## config.mk

```make
export PLATFORM = sky130hd
export DESIGN_NAME = wdt_overflow_reset_seq
export DESIGN_NICKNAME = d
export VERILOG_FILES = /design/src/rtl/wdt_rst_pkg.sv /design/src/rtl/wdt_seq_ctrl.sv /design/src/rtl/wdt_seq_dpath.sv /design/src/rtl/wdt_overflow_reset_seq.sv
export SDC_FILE = /design/constraint.sdc
export NUM_CORES = 1
export LEC_CHECK = 0
export ABC_CLOCK_PERIOD_IN_PS = 3200
export BUFFER_PORTS_ARGS = -buffer_cell sky130_fd_sc_hd__buf_2
export CORE_AREA = 2 2 39 41
export DETAILED_ROUTE_END_ITERATION = 8
export DIE_AREA = 0 0 41 43
export GPL_TIMING_DRIVEN = 0
export MAX_ROUTING_LAYER = met4
export PLACE_DENSITY = 0.73
export SLEW_MARGIN = 20
export SYNTH_ARGS = -nofsm -noshare
export SYNTH_HDL_FRONTEND = slang
export SYNTH_HIERARCHICAL = 1
export SYNTH_SLANG_ARGS = --single-unit
```

## constraint.sdc

```tcl
create_clock -name clk -period 3.2 [get_ports clk]
set_input_delay 0.16 -clock clk [delete_from_list [all_inputs] [get_ports clk]]
set_output_delay 0.16 -clock clk [all_outputs]
set_load 0.05 [all_outputs]
```

## src/rtl/wdt_rst_pkg.sv

```systemverilog
package wdt_rst_pkg;

  typedef enum logic {
    ST_IDLE = 1'b0,
    ST_PEND = 1'b1
  } seqState_t;

  // Strobes passed from the control FSM to the datapath each cycle.
  typedef struct packed {
    logic winStart;    // load the window counter with zero
    logic winAdvance;  // step the window counter by one
    logic fireTrig;    // register a trigger pulse for the next cycle
    logic fireClear;   // register both clear pulses for the next cycle
  } seqStrobe_t;

endpackage

```

## src/rtl/wdt_seq_ctrl.sv

```systemverilog
module wdt_seq_ctrl
  import wdt_rst_pkg::*;
(
  input  logic       clk,
  input  logic       porRst,
  input  logic       ovfPulse,
  input  logic       rstEnable,
  input  logic       busCycleEnd,
  input  logic       cpuOwnsBus,
  input  logic       burstActive,
  input  logic       winLast,
  output seqStrobe_t strobe
);

  seqState_t state;
  seqState_t stateNext;
  logic      busGrant;

  // The CPU may take the exception only at a bus-cycle boundary while it is master.
  assign busGrant = busCycleEnd && cpuOwnsBus && !burstActive;

  always_comb begin
    stateNext = state;
    strobe    = '0;
    strobe.fireClear = ovfPulse && !rstEnable;
    case (state)
      ST_IDLE: begin
        if (ovfPulse && rstEnable) begin
          stateNext       = ST_PEND;
          strobe.winStart = 1'b1;
        end
      end
      ST_PEND: begin
        if (busGrant) begin
          strobe.fireTrig = 1'b1;
          stateNext       = ST_IDLE;
        end else if (winLast) begin
          stateNext = ST_IDLE;          // window used up: drop the request
        end else begin
          strobe.winAdvance = 1'b1;
        end
      end
      default: stateNext = ST_IDLE;
    endcase
  end

  always_ff @(posedge clk) begin
    if (porRst) state <= ST_IDLE;
    else        state <= stateNext;
  end

endmodule

```

## src/rtl/wdt_seq_dpath.sv

```systemverilog
module wdt_seq_dpath
  import wdt_rst_pkg::*;
#(
  parameter int WINDOW_CYCLES = 512
) (
  input  logic       clk,
  input  logic       porRst,
  input  seqStrobe_t strobe,
  output logic       winLast,
  output logic       mrstTrigger,
  output logic       wdtClear,
  output logic       prescClear
);

  localparam int CNT_W = (WINDOW_CYCLES > 1) ? $clog2(WINDOW_CYCLES) : 1;
  localparam logic [CNT_W-1:0] CNT_LAST = CNT_W'(WINDOW_CYCLES - 1);

  logic [CNT_W-1:0] winCnt;

  always_ff @(posedge clk) begin
    if (porRst)                 winCnt <= '0;
    else if (strobe.winStart)   winCnt <= '0;
    else if (strobe.winAdvance) winCnt <= winCnt + CNT_W'(1);
  end

  assign winLast = (winCnt == CNT_LAST);

  always_ff @(posedge clk) begin
    if (porRst) begin
      mrstTrigger <= 1'b0;
      wdtClear    <= 1'b0;
      prescClear  <= 1'b0;
    end else begin
      mrstTrigger <= strobe.fireTrig;
      wdtClear    <= strobe.fireClear;
      prescClear  <= strobe.fireClear;
    end
  end

endmodule

```

## src/rtl/wdt_overflow_reset_seq.sv

```systemverilog
module wdt_overflow_reset_seq
  import wdt_rst_pkg::*;
#(
  parameter int WINDOW_CYCLES = 512
) (
  input  logic clk,
  input  logic porRst,
  input  logic ovfPulse,
  input  logic rstEnable,
  input  logic busCycleEnd,
  input  logic cpuOwnsBus,
  input  logic burstActive,
  output logic mrstTrigger,
  output logic wdtClear,
  output logic prescClear
);

  seqStrobe_t strobe;
  logic       winLast;

  wdt_seq_ctrl u_ctrl (
    .clk         (clk),
    .porRst      (porRst),
    .ovfPulse    (ovfPulse),
    .rstEnable   (rstEnable),
    .busCycleEnd (busCycleEnd),
    .cpuOwnsBus  (cpuOwnsBus),
    .burstActive (burstActive),
    .winLast     (winLast),
    .strobe      (strobe)
  );

  wdt_seq_dpath #(.WINDOW_CYCLES(WINDOW_CYCLES)) u_dpath (
    .clk         (clk),
    .porRst      (porRst),
    .strobe      (strobe),
    .winLast     (winLast),
    .mrstTrigger (mrstTrigger),
    .wdtClear    (wdtClear),
    .prescClear  (prescClear)
  );

endmodule

```

# Word-level counts from Yosys, hierarchy flattened
# Cells that the tools add are included.
totals:
  mem_count: 0
  romBits: 0
  register_bits: 12
  input_bits: 7
  out_inout_bits: 3
  ram_bits: 0
  latch_bits: 0
classes:
  n_lt_le_gt_ge: 0
  n_reduce_logical: 8
  n_addsub: 1
  mul: 0
  shifts: 0
  eq_ne: 1
  muxes: 7
  div_mod_pow: 0
  n_bitwise: 1
ops:
  columns: ["operator", "count"]
  rows:
  - ["adder 9 x 1 -> 9 bit (second input constant)", 1]
  - ["equality test 9 bit (second input constant)", 1]
  - ["2-to-1 mux 1 bit", 5]
  - ["logical AND 1 bit", 4]
  - ["OR reduction 2 bit", 2]
  - ["logical NOT 1 bit", 2]
  - ["2-to-1 mux 2 bit", 1]
  - ["one-hot mux 1 bit (2 select lines)", 1]
  - ["NOT 1 bit", 1]

# Logic depth before layout (Yosys ltp)
depth:
  word_depth: 4
  depth_mapped: 9
  ltp_nobuf: 8

# Hierarchy
# Netlist, hierarchy kept.
by_module_without_submodules:
  columns: ["module", "area_per_inst_um2", "seq_area_each_um2", "instances", "cells_per_inst"]
  rows:
  - ["wdt_seq_dpath", 460.4, 220.2, 1, 49]
  - ["wdt_seq_ctrl", 75.1, 20.0, 1, 9]

# Least setup slack after synthesis
# OpenSTA, ideal clock, no wires.
synth_timing:
  kind: "register to register"
  start: "reg u_dpath.winCnt[0]"
  end: "reg u_dpath.winCnt[7]"
  slack_ns: 1.399
  setup_ns: 0.070
  synth_period_minus_slack_ns: 1.801
  stages_incl_launch_ff: 10
  path_buffers: 1
  t_arrival_ns: 1.730
  t_required_ns: 3.130
  path_cell_list: "dfxtp_1 -> ha_1 -> nand3_1 -> nor2_1 -> ha_1 -> nor3b_1 -> buf_2 -> nand4_1 -> or3_1 -> a21oi_1"
synth_rtl:
  columns: ["item", "line_no", "rtl"]
  rows:
  - ["start: declaration", "wdt_seq_dpath.sv:18", "logic [CNT_W-1:0] winCnt;"]
  - ["start signal: assignment", "wdt_seq_dpath.sv:23", "else if (strobe.winAdvance) winCnt <= winCnt + CNT_W'(1);"]

==> impl_metrics.tcl <==
set metrics [dict create \
    synth.most_common_cell "dfxtp_1" \
    stdcell_area_um2 637 \
    ys_seq_elements 12 \
    initial_core_util 0.387 \
    grt_usage 0.125 \
    yosys_warnings 6 \
    drv_cap 0 \
    syn_area_um2 536 \
    ctsHoldBuffers 0 \
    rsz0062_at_grt "no" \
    ioPinCount 10 \
    pre_cts_ws_ns 1.27 \
    required_ns 3.40 \
    cts_buffers 3 \
    grt_use_met1 0.130 \
    dieArea_mm2 0.00176 \
    postCtsSetupBuffers 0 \
    first_global_vias 399 \
    critPathCaptureType "flip-flop" \
    synthCells 58 \
    core_area_mm2 0.00138 \
    crit_type "reg -> reg" \
    hold_violations 0 \
    fin_skew_ns 0.000904 \
    utilization 0.460 \
    post_drt_wl_per_cell_um 9.70 \
    insertion_delay_ns 0.27 \
    final_common_cell "dfxtp_1" \
    yosys.cell_types.count 23 \
    use_met2 0.206 \
    worstSetupStartpointType "flip-flop" \
    power_per_cell_area_mw_per_mm2 468 \
    status "completed" \
    grt_util_met3 0.0314 \
    synth_area_per_cell_um2 9.23 \
    row_count 14 \
    synth_commonest_cells "12 x dfxtp_1, 8 x nor2_1" \
    grt-busiest-layer "met2" \
    synth_top_area_cell "dfxtp_1" \
    area_growth_pct 18.9 \
    detail-route-antenna-nets 0 \
    seq_area_frac_synth 0.449 \
    clock-root-buffer "clkbuf_4" \
    gp_congestion 0.673 \
    port_buffers 9 \
    fin_cells 87 \
    ys.flop_type "dfxtp_1" \
    yosys.area.top_type_share 0.449 \
    setup_viol 0 \
    nFillCells 133 \
    dp_hpwl_um 642 \
    die_h_um 43 \
    drcViolationCount 0 \
    totalWireLength_um 844 \
    htree_levels 1 \
    clock.fmax_mhz 511 \
    cts_resized 0 \
    layout_common_cells "12 x dfxtp_1, 10 x buf_2, 8 x nor2_1" \
    final_nets 81 \
    drt_iter0_markers 3 \
    synth_fp_nets 67 \
    dr.pass1.iters 2 \
    clk_pin_slew_worst_paths_ns 0.07 \
    synth_async_sr_flop_share 0 \
    slew_viol_final 0 \
    grt_start_max_net_pins 10 \
    setup_tns_ns 0 \
    period_minus_slack_ns 1.96 \
    crit_arrival_ns 2.16 \
    cts_tree "built" \
    synth.top_cells.by_area "dfxtp_1 45%, nor2_1 5.6%, xor2_1 4.9%" \
    antennaDiodeCount 0 \
    cts_buffer_depth 2 \
    timing.final.crit_share 0.611 \
    place_inst 83 \
    slew-limit-headroom 0.744 \
    hold_class "in -> reg" \
    ir_drop_mv 0.166 \
    cp_max_fo 8 \
    grt_pass1_wl_um 1440 \
    setup_ws_ns 1.24 \
    die_w_um 41 \
    cts.sinks 12 \
    dpl-instance-area_um2 601 \
    antenna_found_initial 0 \
    viasPerCell 4.94 \
    p_leak_nw 0.266 \
    synth_edf_count 0 \
    worst_slew_pin_slew_ns 0.384 \
    grt_overflow 0 \
    vias 430 \
    drive_gt1_frac 0.254 \
]
## critical path, stage by stage, from the launching register on
cell and delay, ns:
dfxtp_1 0.36, ha_1 0.24, nand3_1 0.08, nor2_1 0.05
ha_1 0.19, nor3b_1 0.19, buf_2 0.22, nand4_1 0.11
or3_1 0.32, a21oi_1 0.13
## cell type report
cell class | count | area, um2 | area share
Buffer | 3 | 16.3 | 0.0255
Tap cell | 16 | 20.0 | 0.0314
Multi-Input combinational cell | 43 | 279 | 0.438
Clock buffer | 4 | 36.3 | 0.0570
Timing Repair Buffer | 9 | 45.0 | 0.0707
Sequential cell | 12 | 240 | 0.377
## metal layers
metal,part of all wire,up-vias
met1,0.48,196
met2,0.50,5
li1,-,229
met4,0,0
met5,0,-
met3,0.015,0
## metrics by stage
stage / total power, mW / hold WS, ns
global route: 0.309 / 0.105
CTS: 0.302 / 0.0897
global placement: 0.182 / 0.378
finish: 0.298 / 0.0963
detailed placement: 0.183 / 0.382
floorplan: 0.175 / 0.232
## sequential cells by signal, indices dropped and copies added (netlist names)
signal               flops
u_dpath/winCnt           9
u_ctrl/state             1
u_dpath/mrstTrigger      1
u_dpath/prescClear       1
## final timing paths
check	cells past startpoint	to	slack, ns	start
max	9	u_dpath/winCnt[7]$_SDFFE_PP0P_	1.24	u_dpath/winCnt[0]$_SDFFE_PP0P_
min	2	u_dpath/prescClear$_SDFF_PP0_	0.1	porRst
max reg2reg	9	u_dpath/winCnt[7]$_SDFFE_PP0P_	1.24	u_dpath/winCnt[0]$_SDFFE_PP0P_
min reg2reg	2	u_dpath/winCnt[7]$_SDFFE_PP0P_	0.49	u_dpath/winCnt[7]$_SDFFE_PP0P_
## power by group
| part | switching (mW) | internal, mW |
|---|---|---|
| clock network | 0.0498 | 0.0691 |
| registers | 0.00282 | 0.152 |
| logic | 0.0136 | 0.0109 |
| total | 0.0663 | 0.232 |
## logic make-up after synthesis
kind of cell,after synthesis,synth area share
AOI/OAI and AO/OA,7,0.0724
xor gates and xnor gates,4,0.0654
adders and majority gates,2,0.0467
buffers and inverters,3,0.0304
DFF,12,0.449
muxes,2,0.0374
and+or+nand+nor,28,0.299
Power figures use the tool's default switching activity.
